===== config.mk =====
export PLATFORM = sky130hd
export DESIGN_NAME = shiftsub_rem
export DESIGN_NICKNAME = d
export VERILOG_FILES = /design/src/rtl/shiftsub_pkg.sv /design/src/rtl/shiftsub_cnt.sv /design/src/rtl/shiftsub_dp.sv /design/src/rtl/shiftsub_ctrl.sv /design/src/rtl/shiftsub_rem.sv
export SDC_FILE = /design/constraint.sdc
export NUM_CORES = 1
export LEC_CHECK = 0
export CAP_MARGIN = 20
export CORE_MARGIN = 3
export CORE_UTILIZATION = 50
export DETAILED_ROUTE_END_ITERATION = 16
export HOLD_SLACK_MARGIN = 0.08
export PLACE_DENSITY = 0.76
export SLEW_MARGIN = 20
export SYNTH_ARGS = -nofsm -noshare
export SYNTH_HDL_FRONTEND = slang
export SYNTH_SLANG_ARGS = --single-unit
export TNS_END_PERCENT = 10

===== constraint.sdc =====
create_clock -name clk -period 3.6 [get_ports clk]
set_input_delay 0.72 -clock clk [delete_from_list [all_inputs] [get_ports clk]]
set_output_delay 0.72 -clock clk [all_outputs]
set_load 0.01 [all_outputs]

===== src/rtl/shiftsub_pkg.sv =====
package shiftsub_pkg;

  // Strobes from control to datapath, one microinstruction per cycle
  typedef struct packed {
    logic load;      // capture operands, clear counter
    logic shiftL;    // divisor << 1, counter up
    logic shiftR;    // divisor >> 1, counter down
    logic subtract;  // working dividend -= divisor
    logic restore;   // working dividend += divisor
    logic capture;   // latch final remainder
  } dpCtrl_t;

  // Status flags returned by the datapath
  typedef struct packed {
    logic dvsMsb;     // normalized divisor top bit
    logic dvdNeg;     // sign of working dividend
    logic cntZero;    // shift counter is zero
    logic dvsInZero;  // divisor input is zero
  } dpStat_t;

  typedef enum logic [2:0] {
    S_IDLE,
    S_NORM,
    S_SUB,
    S_FIX,
    S_DONE
  } ctrlState_t;

endpackage


===== src/rtl/shiftsub_cnt.sv =====
module shiftsub_cnt #(
  parameter int CNT_W = 3
) (
  input  logic clk,
  input  logic rstN,
  input  logic clear,
  input  logic up,
  input  logic down,
  output logic isZero
);
  logic [CNT_W-1:0] count;

  always_ff @(posedge clk or negedge rstN) begin
    if (!rstN)      count <= '0;
    else if (clear) count <= '0;
    else if (up)    count <= count + 1'b1;
    else if (down)  count <= count - 1'b1;
  end

  assign isZero = (count == '0);
endmodule


===== src/rtl/shiftsub_dp.sv =====
module shiftsub_dp
  import shiftsub_pkg::*;
#(
  parameter int DATA_W = 8,
  parameter int CNT_W  = $clog2(DATA_W)
) (
  input  logic              clk,
  input  logic              rstN,
  input  dpCtrl_t           ctl,
  input  logic [DATA_W-1:0] dividend,
  input  logic [DATA_W-1:0] divisor,
  output dpStat_t           stat,
  output logic [DATA_W-1:0] remainder,
  output logic [DATA_W-1:0] dvsReg,
  output logic              cntZero
);
  localparam int DVD_W = DATA_W + 1;

  logic [DVD_W-1:0]  dvdQ;
  logic [DVD_W-1:0]  aluB;
  logic [DVD_W-1:0]  aluOut;
  logic [DATA_W-1:0] dvsQ;
  logic [DATA_W-1:0] remQ;

  // Shared adder/subtractor; divisor zero-extended into the sign position
  always_comb begin
    aluB   = {1'b0, dvsQ};
    aluOut = ctl.subtract ? (dvdQ - aluB) : (dvdQ + aluB);
  end

  always_ff @(posedge clk or negedge rstN) begin
    if (!rstN) begin
      dvdQ <= '0;
      dvsQ <= '0;
      remQ <= '0;
    end else begin
      if (ctl.load) begin
        dvdQ <= {1'b0, dividend};
        dvsQ <= divisor;
      end else begin
        if (ctl.subtract || ctl.restore) dvdQ <= aluOut;
        if (ctl.shiftL)      dvsQ <= {dvsQ[DATA_W-2:0], 1'b0};
        else if (ctl.shiftR) dvsQ <= {1'b0, dvsQ[DATA_W-1:1]};
      end
      if (ctl.capture)
        remQ <= ctl.restore ? aluOut[DATA_W-1:0] : dvdQ[DATA_W-1:0];
    end
  end

  shiftsub_cnt #(.CNT_W(CNT_W)) u_cnt (
    .clk   (clk),
    .rstN  (rstN),
    .clear (ctl.load),
    .up    (ctl.shiftL),
    .down  (ctl.shiftR),
    .isZero(cntZero)
  );

  always_comb begin
    stat.dvsMsb    = dvsQ[DATA_W-1];
    stat.dvdNeg    = dvdQ[DVD_W-1];
    stat.cntZero   = cntZero;
    stat.dvsInZero = (divisor == '0);
  end

  assign remainder = remQ;
  assign dvsReg    = dvsQ;
endmodule


===== src/rtl/shiftsub_ctrl.sv =====
module shiftsub_ctrl
  import shiftsub_pkg::*;
(
  input  logic    clk,
  input  logic    rstN,
  input  logic    start,
  input  dpStat_t stat,
  output dpCtrl_t ctl,
  output logic    done,
  output logic    idle
);
  ctrlState_t state, stateNext;

  always_ff @(posedge clk or negedge rstN) begin
    if (!rstN) state <= S_IDLE;
    else       state <= stateNext;
  end

  always_comb begin
    stateNext = state;
    ctl       = '0;
    unique case (state)
      S_IDLE: begin
        if (start) begin
          ctl.load  = 1'b1;
          stateNext = stat.dvsInZero ? S_FIX : S_NORM;
        end
      end
      S_NORM: begin
        if (stat.dvsMsb) stateNext = S_SUB;
        else             ctl.shiftL = 1'b1;
      end
      S_SUB: begin
        ctl.subtract = 1'b1;
        stateNext    = S_FIX;
      end
      S_FIX: begin
        ctl.restore = stat.dvdNeg;
        if (stat.cntZero) begin
          ctl.capture = 1'b1;
          stateNext   = S_DONE;
        end else begin
          ctl.shiftR = 1'b1;
          stateNext  = S_SUB;
        end
      end
      S_DONE:  stateNext = S_IDLE;
      default: stateNext = S_IDLE;
    endcase
  end

  assign done = (state == S_DONE);
  assign idle = (state == S_IDLE);
endmodule


===== src/rtl/shiftsub_rem.sv =====
module shiftsub_rem
  import shiftsub_pkg::*;
#(
  parameter int DATA_W = 8
) (
  input  logic              clk,
  input  logic              rstN,
  input  logic              start,
  input  logic [DATA_W-1:0] dividend,
  input  logic [DATA_W-1:0] divisor,
  output logic [DATA_W-1:0] remainder,
  output logic              done
);
  localparam int CNT_W = $clog2(DATA_W);

  dpCtrl_t           ctl;
  dpStat_t           stat;
  logic              fsmIdle;
  logic              cntZero;
  logic [DATA_W-1:0] dvsReg;

  shiftsub_ctrl u_ctrl (
    .clk  (clk),
    .rstN (rstN),
    .start(start),
    .stat (stat),
    .ctl  (ctl),
    .done (done),
    .idle (fsmIdle)
  );

  shiftsub_dp #(.DATA_W(DATA_W), .CNT_W(CNT_W)) u_dp (
    .clk      (clk),
    .rstN     (rstN),
    .ctl      (ctl),
    .dividend (dividend),
    .divisor  (divisor),
    .stat     (stat),
    .remainder(remainder),
    .dvsReg   (dvsReg),
    .cntZero  (cntZero)
  );
endmodule


# Word level (Yosys, flattened, before mapping)
# Index checks and enable logic that the tools add are counted.
# W data, S select, Z words.
[totals]
ff_bits = 31
input_bits = 19
output_inout_bits = 9
word_cells = 46
[classes]
addsub = 4
eq_ne = 6
muxes = 24
reduce_logical = 7
[op_table]
columns = ["operator", "n"]
rows = [
  ["$mux W8", 4],
  ["$mux W9", 3],
  ["$mux W3", 6],
  ["$pmux W3 S4", 1],
  ["$add A9 B8 Y9", 1],
  ["$sub A9 B8 Y9", 1],
  ["$logic_not A8 Y1", 1],
  ["$mux W1", 8],
  ["$eq A3 B2 Y1 const B", 2],
  ["$logic_not A3 Y1", 2],
  ["$mux W2", 2],
  ["$add A3 B1 Y3 const B", 1],
  ["$eq A3 B1 Y1 const B", 1],
  ["$eq A3 B3 Y1 const B", 1],
  ["$reduce_bool A3 Y1", 1],
  ["$sub A3 B1 Y3 const B", 1],
  ["$ne A2 B1 Y1 const B", 1],
  ["$ne A2 B2 Y1 const B", 1],
  ["$reduce_and A2 Y1", 1],
  ["$reduce_bool A2 Y1", 1],
  ["$logic_or A1 B1 Y1", 1],
]

# Logic depth before layout (Yosys ltp)
# Gate-level depths: netlist of run 1.
[depth]
ltp_word = 6
mapped_depth = 12
ltp_nobuf = 12

# Hierarchy
# A second synthesis of run 1 with hierarchy kept.
[unflattened]
cells_unflattened = 254
area_unflattened_um2 = 2269.7
[by_module_without_submodules]
columns = ["module", "instances", "cells_per_inst", "area_each_um2", "seq_area_each_um2"]
rows = [
  ["shiftsub_dp", 1, 215, 1841.8, 625.6],
  ["shiftsub_ctrl", 1, 22, 252.7, 75.1],
  ["shiftsub_cnt", 1, 17, 175.2, 75.1],
]

# Worst setup path after synthesis of run 1
# No wires, ideal clock.
[synth_timing]
path_kind = "flip-flop to flip-flop"
from = "register u_ctrl.state[0]"
to = "register u_dp.remQ[7] (netlist: u_dp.remainder[7])"
setup_time_ps = 128
arrival_time_ps = 2702
required_ps = 3472
slack_ps = 770
path_stages_with_launch = 12
path_buffers = 1
synth_period_minus_slack_ps = 2830
cell_sequence = "dfrtp_1 -> buf_4 -> nor2_1 -> nand2_2 -> mux2i_1 -> ha_1 -> nor2b_1 -> o31a_1 -> o2111a_1 -> or3_1 -> a21oi_1 -> o31ai_1"
[synth_via]
elab_chain_len = 4
word_cells_on_any_way = 6
cone_classes = "2 x eq/ne; 4 x mux"
[synth_lines]
columns = ["item", "line", "text"]
rows = [
  ["start: declaration", "shiftsub_ctrl.sv:12", "ctrlState_t state, stateNext;"],
  ["start signal: assignment", "shiftsub_ctrl.sv:16", "else state <= stateNext;"],
  ["$eq A3 B2 Y1", "shiftsub_ctrl.sv:22", "unique case (state)"],
  ["$mux W1", "shiftsub_ctrl.sv:22", ""],
  ["$mux W9", "shiftsub_dp.sv:28", "aluOut = ctl.subtract ? (dvdQ - aluB) : (dvdQ + aluB);"],
  ["$mux W8", "shiftsub_dp.sv:46", "remQ <= ctl.restore ? aluOut[DATA_W-1:0] : dvdQ[DATA_W-1:0];"],
  ["end signal: assignment", "shiftsub_dp.sv:46", ""],
  ["end: declaration", "shiftsub_dp.sv:23", "logic [DATA_W-1:0] remQ;"],
]
# Several ways; a longest one is shown, not always the timed one.
# A chain may end at the register's enable or synchronous reset.

# Worst setup path in the final report of run 1
# Ends and elaborated chain as after synthesis.

==> flow_summary.toml, run 1 <==
[critical_path]
r2r_slack_ps = 440
worstRegToRegCells = 10
crit_fanout = 9
r2r-end = "u_dp.remainder[7]$_DFFE_PN0P_"
worstSetupEndpointType = "flip-flop"
reg2reg_from = "u_ctrl.state[0]$_DFFE_PN0P_"
start_kind = "flip-flop"
required_ps = 3750
crit_type = "reg2reg"
crit_arrival_ps = 3310

[routing]
drt_iter0_drc = 88
first_pass_iters = 4
vias = 1776
routedWlPerCell_um = 14.1
drcViolationCount = 0
antenna_left = 0
routed_wl_um = 4470
drt-vias-per-instance = 5.62

[global_route]
grt_max_degree = 32
grt_pass1_vias = 1750
grt_util_all_layers_pct = 20.0
grt-ovfl-total = 0
grt_pass1_wl_um = 7870
antenna_found_initial = 0

[yosys]
synth-seq-cells = 31
synthCells = 241
yosys_warnings = 0
synth_top_area_cell = "dfrtp_1"
ys_async_sr_fraction_pct = 100
synth_edf_count = 0
ys.flop_type = "dfrtp_1"
syn_area_sq_mm = 0.00208
synth.top_cell.area_share_pct = 37.3
seq_area_frac_synth_pct = 37.3
synth_fp_nets = 271
synthTopCellsByArea = "dfrtp_1, a21oi_1, nand2_1, o21ai_0, ha_1"
syn_avg_cell_area_sq_um = 8.62
synth_cell_types = 46

[sta]
slew_headroom_pct = 54.3
tightestPinTransition_ps = 682
fin_setup_tns_ps = 0
grt_setup_unrepaired = "no"
period_share_pct = 87.7
finalCriticalPeriod_ps = 3160
finClkSkew_ps = 5.75
max_freq_mhz = 317
hold_viol = 0
slew_violations = 0
setup_viol_count_final = 0

[clocking]
clock_sinks = 31
clockBufferDepth = 2
cts_made_buffers = 5
htreeDepth = 2
holdBufCountCts = 0
clkTransAtPathRegs_ps = 70
clockRootBuffer = "clkbuf_8"
cts_setup_buffers = 0
clk_latency_ps = 290
cts_tree = "built"
cts_resized = 0

[floorplan]
die_h_um = 70.5
core_sq_mm = 0.00383
die_w_um = 70.5
die_area_sq_mm = 0.00497
start_util_pct = 54.3
pin_count = 28
rows = 22

[place]
gp_congestion = 0.915
numPortBuffers = 27
dp_hpwl_um = 3360

[min_path]
hp-class = "reg2reg"
min_path_cells = 2
min_to = "u_dp.remainder[4]$_DFFE_PN0P_"
hp-start = "u_dp.remainder[4]$_DFFE_PN0P_"

[final_layout]
utilization_pct = 64.2
layout-drive-gt1-share_pct = 6.34
num_antenna_cells = 0
fin_nets = 297
syn_to_final_growth_pct = 18.2

[flow_run]
maxCapViolations = 0

[outcome]
status = "complete, no violations"
## critical path, stage by stage, from the launching register on
cell and delay [ps]:
dfrtp_1 480, nor2_1 430, nand2_2 220, mux2i_1 340, ha_1 290, nor2b_1 130
o31a_1 270, o2111a_1 250, or3_1 360, a21oi_1 170, o31ai_1 80
## cell families (layout without fill, tap and decap cells)
group	count (synthesis)	after routing	share of synthesized area, %
xor+xnor	12	12	5.06
flops	31	31	37.3
compound gates	75	75	21.5
simple gates	85	85	19.9
buf+inv	19	46	5.00
fa+ha+maj	11	11	7.35
mux	8	8	3.85
## cell usage in the layout (no fill, tap or decap), types with 3 or more instances in the layout
cell type | Yosys | layout
a211oi_1 | 3 | 3
a21oi_1 | 24 | 24
buf_4 | 1 | 3
clkbuf_8 | 0 | 7
clkdlybuf4s50_1 | 0 | 27
dfrtp_1 | 31 | 31
ha_1 | 9 | 9
inv_1 | 8 | 8
mux2i_1 | 8 | 8
nand2_1 | 31 | 31
nand2_2 | 3 | 3
nand3_1 | 8 | 8
nor2_1 | 23 | 23
nor2b_1 | 3 | 3
nor3_1 | 3 | 3
o21ai_0 | 23 | 23
o22ai_1 | 4 | 4
o31ai_1 | 5 | 5
xnor2_1 | 5 | 5
xor2_1 | 7 | 7
## per-stage QoR
step	worst slack, ps	cell area [sq um]	hold slack, ps	std cells
CTS	484	2460	484	316
detailed placement	501	2360	470	308
global route	281	2460	525	316
global placement	598	2360	461	308
floorplan	770	2080	424	241
finish	443	2460	476	316
## worst max path at each step
stage	cells after the start	from	endpoint	slack, ps
after floorplan	11	u_ctrl.state[0]$_DFFE_PN0P_	u_dp.remainder[7]$_DFFE_PN0P_	770
after global placement	10	u_ctrl.state[0]$_DFFE_PN0P_	u_dp.remainder[7]$_DFFE_PN0P_	600
after detailed placement	10	u_ctrl.state[0]$_DFFE_PN0P_	u_dp.remainder[7]$_DFFE_PN0P_	500
after CTS	10	u_ctrl.state[0]$_DFFE_PN0P_	u_dp.remainder[7]$_DFFE_PN0P_	480
after global routing	10	u_ctrl.state[0]$_DFFE_PN0P_	u_dp.remainder[7]$_DFFE_PN0P_	280
final	10	u_ctrl.state[0]$_DFFE_PN0P_	u_dp.remainder[7]$_DFFE_PN0P_	440
## layout make-up
cell class                      instances  area (sq um)
Sequential cell                        31           776
Multi-Input combinational cell        191          1200
Timing Repair Buffer                   30           293
Inverter                                8          30.0
Fill cell                             352          1370
Clock buffer                            8           100
Tap cell                               48          60.1
## flip-flops by register name, summed over array words and instances (netlist names)
register,cells
u_dp.dvdQ,9
u_dp.dvsReg,8
u_dp.remainder,8
u_ctrl.state,3
u_dp.u_cnt.count,3
## cell usage after synthesis (2+ instances only)
| master | n |
|---|---|
| o21ai_0 | 23 |
| nor4_1 | 2 |
| a2bb2oi_1 | 2 |
| nand2_2 | 3 |
| nand3_1 | 8 |
| inv_1 | 8 |
| nor2b_1 | 3 |
| nor3b_1 | 2 |
| a211oi_1 | 3 |
| nand2_1 | 31 |
| nor2_1 | 23 |
| buf_6 | 3 |
| o21ai_1 | 2 |
| nor3_1 | 3 |
| ha_1 | 9 |
| clkbuf_1 | 2 |
| o21a_1 | 2 |
| o22ai_1 | 4 |
| a31oi_1 | 2 |
| fa_1 | 2 |
| o31ai_1 | 5 |
| a21oi_1 | 24 |
| mux2i_1 | 8 |
| xor2_1 | 7 |
| xnor2_1 | 5 |
| or3_1 | 2 |
| buf_2 | 4 |
| dfrtp_1 | 31 |
## per-layer routing
layer | vias up | GRT usage (%) | wire (um)
li1 | 914 | - | -
met1 | 796 | 25.4 | 2110
met2 | 57 | 32.4 | 1990
met3 | 9 | 4.60 | 278
met4 | 0 | 8.09 | 86
met5 | - | 0 | 0
Power of run 1 is left out: the tool's default activity adds up to more than one toggle a clock period on the data nets, which glitch-free logic cannot reach.
==> run 2: changes to the inputs <==
- DONT_BUFFER_PORTS: not set -> 1
- PLACE_DENSITY: 0.76 -> 0.67
- clock period: 3.6 -> 3.4 ns (I/O delays scaled with it)
==> run 2 against run 1 <==
Against the previous run: clock skew about the same; cell area fell by 11%; core utilization shrank 7.1 points; die area unchanged; via count is 5.4% lower; cell count shrank 8.9%; worst hold slack worse by 380 ps; global-route usage down 0.68 points; maximum frequency grew 12%.
==> flow_summary.toml, run 2 (synthesis gave the netlist of run 1 again) <==
[outcome]
status = "complete, no violations"

[clocking]
cts_tree = "built"
cts_setup_buffers = 0
htreeDepth = 2
clockRootBuffer = "clkbuf_8"
clockBufferDepth = 2
clock_sinks = 31
clkTransAtPathRegs_ps = 70
cts_made_buffers = 5
clk_latency_ps = 280

[sta]
slew_headroom_pct = 53.6
tightestPinTransition_ps = 693
setup_viol_count_final = 0
fin_ws_ps = 568
finClkSkew_ps = 5.61
max_freq_mhz = 353
slew_violations = 0
hold_viol = 0
period_share_pct = 83.3
finalCriticalPeriod_ps = 2830
grt_setup_unrepaired = "no"
fin_setup_tns_ps = 0

[critical_path]
required_ps = 3540
r2r-end = "u_dp.remainder[7]$_DFFE_PN0P_"
crit_fanout = 13
r2r_slack_ps = 570
path_cells = "nand2_2, mux2i_1, ha_1, nor2b_1, o31a_1, o2111a_1, or3_1, a21oi_1, o31ai_1"
critPathTopFamily = "compound AO/OA/AOI/OAI gates"
cp_slowest_cell = "dfrtp_1"
cp_slowest_stage_delay_ps = 610
crit_type = "reg2reg"
crit_arrival_ps = 2970
worst-path-buf-inv = 0
reg2reg_from = "u_ctrl.state[1]$_DFFE_PN0P_"
worstSetupEndpointType = "flip-flop"
start_kind = "flip-flop"
worstRegToRegCells = 9
cp_num_cells = 9

[floorplan]
rows = 22
die_area_sq_mm = 0.00497
pin_count = 28
die_w_um = 70.5
core_sq_mm = 0.00383
start_util_pct = 54.3
die_h_um = 70.5

[final_layout]
num_antenna_cells = 0
syn_to_final_growth_pct = 5.24
regMostFlops = "u_dp.dvdQ"
layout-drive-gt1-share_pct = 7.08
fin_nets = 270
largest_reg_flops = 9
layout_common_cells = "nand2_1, dfrtp_1, a21oi_1, nor2_1, o21ai_0"

[global_route]
grt_pass1_wl_um = 7780
grt-ovfl-total = 0
grt_max_degree = 32
antenna_found_initial = 0
grt_util_all_layers_pct = 19.3
grt_pass1_vias = 1657

[place]
dp_hpwl_um = 3320
numPortBuffers = 0
place_ws_ps = 620
gp_congestion = 0.855

[routing]
drt-vias-per-instance = 5.83
routed_wl_um = 4600
first_pass_iters = 4
vias = 1680
routedWlPerCell_um = 16.0
antenna_left = 0
drt_iter0_drc = 109
drcViolationCount = 0

[min_path]
hp-class = "in2async"

[flow_run]
maxCapViolations = 0
run 2: cell count changes in the layout (fill, tap and decap cells not counted):
cell / delta
buf_12: +1
buf_4: -1
clkbuf_1: -1
clkbuf_8: -1
clkdlybuf4s50_1: -27
clkinv_2: +1
run 2: metrics by stage:
step / std cells / hold WS, ps / utilization, % / area [sq um]
final: 288 / 99.1 / 57.2 / 2190
after global routing: 288 / 84.0 / 57.2 / 2190
after CTS: 287 / 83.7 / 56.6 / 2170
after detailed placement: 280 / 385 / 54.3 / 2080
after global placement: 280 / 385 / 54.3 / 2080
after floorplan: 241 / 384 / - / 2080
run 2: worst reg2reg max path, stage by stage (launching register included):
cell and delay [ps]:
dfrtp_1 610, nand2_2 210, mux2i_1 310, ha_1 280, nor2b_1 140, o31a_1 280
o2111a_1 250, or3_1 370, a21oi_1 160, o31ai_1 80
run 2: repair_timing:
| item | CTS | global route |
|---|---|---|
| resized for setup | 0 | 0 |
| endpoints found under the hold margin | 0 | 25 |
| hold buffers | 0 | 1 |
run 2: layout make-up:
cell class | count | area (sq um)
clock buffer | 6 | 82.6
clock inverter | 1 | 5.00
fill | 373 | 1640
inverter | 8 | 30.0
multi-input combinational | 191 | 1200
sequential | 31 | 776
tap | 48 | 60.1
timing repair buffer | 3 | 35.0
run 2: how the worst max path moves through the flow:
stage	start	to	slack, ps
2_1_floorplan	u_ctrl.state[0]$_DFFE_PN0P_	u_dp.remainder[7]$_DFFE_PN0P_	570
3_3_place_gp	u_ctrl.state[0]$_DFFE_PN0P_	u_dp.remainder[7]$_DFFE_PN0P_	660
3_5_place_dp	u_ctrl.state[1]$_DFFE_PN0P_	u_dp.remainder[7]$_DFFE_PN0P_	620
4_1_cts	u_ctrl.state[1]$_DFFE_PN0P_	u_dp.remainder[7]$_DFFE_PN0P_	570
5_1_grt	u_ctrl.state[1]$_DFFE_PN0P_	u_dp.remainder[7]$_DFFE_PN0P_	360
6_report	u_ctrl.state[1]$_DFFE_PN0P_	u_dp.remainder[7]$_DFFE_PN0P_	570
run 2: metal layers:
layer  track usage, %  part of all wire (%)
met5                0                     0
met2             29.8                    44
met4             3.83                  0.83
met3             4.46                   5.5
met1             27.5                    50
Power of run 2 is left out for the same reason.
==> run 3: changes to the inputs <==
- clock period: 3.4 -> 2.95 ns (I/O delays scaled with it)
==> run 3 against run 2 <==
Against the previous run: die area is the same; worst setup slack lost 330 ps; clock-buffer cell count increased by 2; maximum frequency rose by 4.4%; core utilization increased by 1.1 points.
==> flow_summary.toml, run 3 (synthesis gave the netlist of run 1 again) <==
[outcome]
status = "complete, no violations"

[floorplan]
rows = 22
die_h_um = 70.5
pin_count = 28
die_w_um = 70.5
start_util_pct = 54.3
die_area_sq_mm = 0.00497
core_sq_mm = 0.00383

[routing]
drcViolationCount = 0
antenna_left = 0
drt_iter0_drc = 92
drt-vias-per-instance = 5.81
vias = 1696
routedWlPerCell_um = 15.5
first_pass_iters = 4
routed_wl_um = 4540

[critical_path]
crit_arrival_ps = 2860
cpMostUsedCell = "ha_1"
path_cells = "inv_1, ha_1, mux2i_2, ha_1, nor2b_1, o31a_1, o2111a_1, or3_1, a21oi_1, o31ai_1"
cp_slowest_stage_delay_ps = 460
worstSetupEndpointType = "flip-flop"
crit_type = "reg2reg"
required_ps = 3100
cp_slowest_cell = "dfrtp_1"
start_kind = "flip-flop"
crit_fanout = 6

[clocking]
cts_made_buffers = 5
clock_sinks = 31
clockRootBuffer = "clkbuf_8"
clockBufferDepth = 2
clkTransAtPathRegs_ps = 60
clk_latency_ps = 280
cts_tree = "built"
htreeDepth = 2

[global_route]
grt_pass1_wl_um = 8000
grt_max_degree = 32
grt-ovfl-total = 0
grt_util_all_layers_pct = 20.3
antenna_found_initial = 0
grt_pass1_vias = 1668

[final_layout]
largest_reg_flops = 9
num_antenna_cells = 0
layout_common_cells = "nand2_1, dfrtp_1, a21oi_1, nor2_1, o21ai_0"
syn_to_final_growth_pct = 7.28
fin_nets = 273
regMostFlops = "u_dp.dvdQ"
layout-drive-gt1-share_pct = 9.02

[sta]
slew_headroom_pct = 51.0
finClkSkew_ps = 2.56
grt_setup_unrepaired = "no"
period_share_pct = 91.9
tightestPinTransition_ps = 731
finalCriticalPeriod_ps = 2710
slew_violations = 0
max_freq_mhz = 369
setup_viol_count_final = 0
fin_setup_tns_ps = 0
hold_viol = 0

[place]
gp_congestion = 0.889
dp_hpwl_um = 3320
numPortBuffers = 0

[flow_run]
maxCapViolations = 0

[min_path]
hp-class = "in2async"
==> run 3: cell types whose count changed in the layout (fill, tap and decap cells not counted) <==
cell	delta
clkbuf_1	+1
mux2i_1	-1
o21ai_1	-1
clkinv_2	-1
o21ai_2	+1
buf_4	+3
clkbuf_8	+1
mux2i_2	+1
==> run 3: area by class of cell <==
class / count / area [sq um]
timing repair buffer: 6 / 57.6
inverter: 8 / 30.0
multi-input combinational: 191 / 1210
sequential: 31 / 776
clock buffer: 8 / 100
tap: 48 / 60.1
fill: 358 / 1600
==> run 3: routing by layer <==
metal	global-route usage [%]	vias to the layer above	wire length, um
met4	4.47	0	51
met3	6.62	7	308
met1	27.3	783	2160
li1	-	860	-
met5	0	-	0
met2	31.9	46	2020
==> run 3: timing repair <==
| action | CTS | global route |
|---|---|---|
| hold endpoints to repair | 31 | 0 |
| buffers inserted | 0 | 0 |
| resized for setup | 0 | 2 |
| setup endpoints to repair | 0 | 2 |
| hold buffers | 1 | 0 |
==> run 3: path summary, 6_finish.rpt <==
kind	from	to	slack, ps	cells after the start
max reg2reg	u_dp.dvsReg[1]$_DFFE_PN0P_	u_dp.remainder[7]$_DFFE_PN0P_	240	10
min	rstN	u_dp.remainder[1]$_DFFE_PN0P_	130	1
max	u_dp.dvsReg[1]$_DFFE_PN0P_	u_dp.remainder[7]$_DFFE_PN0P_	240	10
min in group clk	dividend[6]	u_dp.dvdQ[6]$_DFFE_PN0P_	440	2
max in group asynchronous	rstN	u_dp.dvsReg[4]$_DFFE_PN0P_	2650	1
min reg2reg	u_dp.u_cnt.count[1]$_DFFE_PN0P_	u_dp.u_cnt.count[1]$_DFFE_PN0P_	530	2
==> run 3: critical path: cells and delay by family (launching register included) <==
kind                     cells  cell delay (ps)
multiplexers                 1              220
adder cells (fa/ha/maj)      2              560
flip-flops                   1              460
buffers and inverters        1               90
AND/OR/NAND/NOR              2              500
AO/OA/AOI/OAI                4              760
==> run 3: stage by stage <==
step	util (%)	std cells	setup WS, ps	hold slack (ps)	cell area (sq um)
6_report	58.3	292	238	131	2230
5_1_grt	58.3	292	49.2	124	2230
4_1_cts	58.1	292	216	129	2220
3_5_place_dp	54.9	283	247	295	2100
3_3_place_gp	54.9	283	316	295	2100
2_1_floorplan	-	241	120	294	2080
Power of run 3 is left out for the same reason.
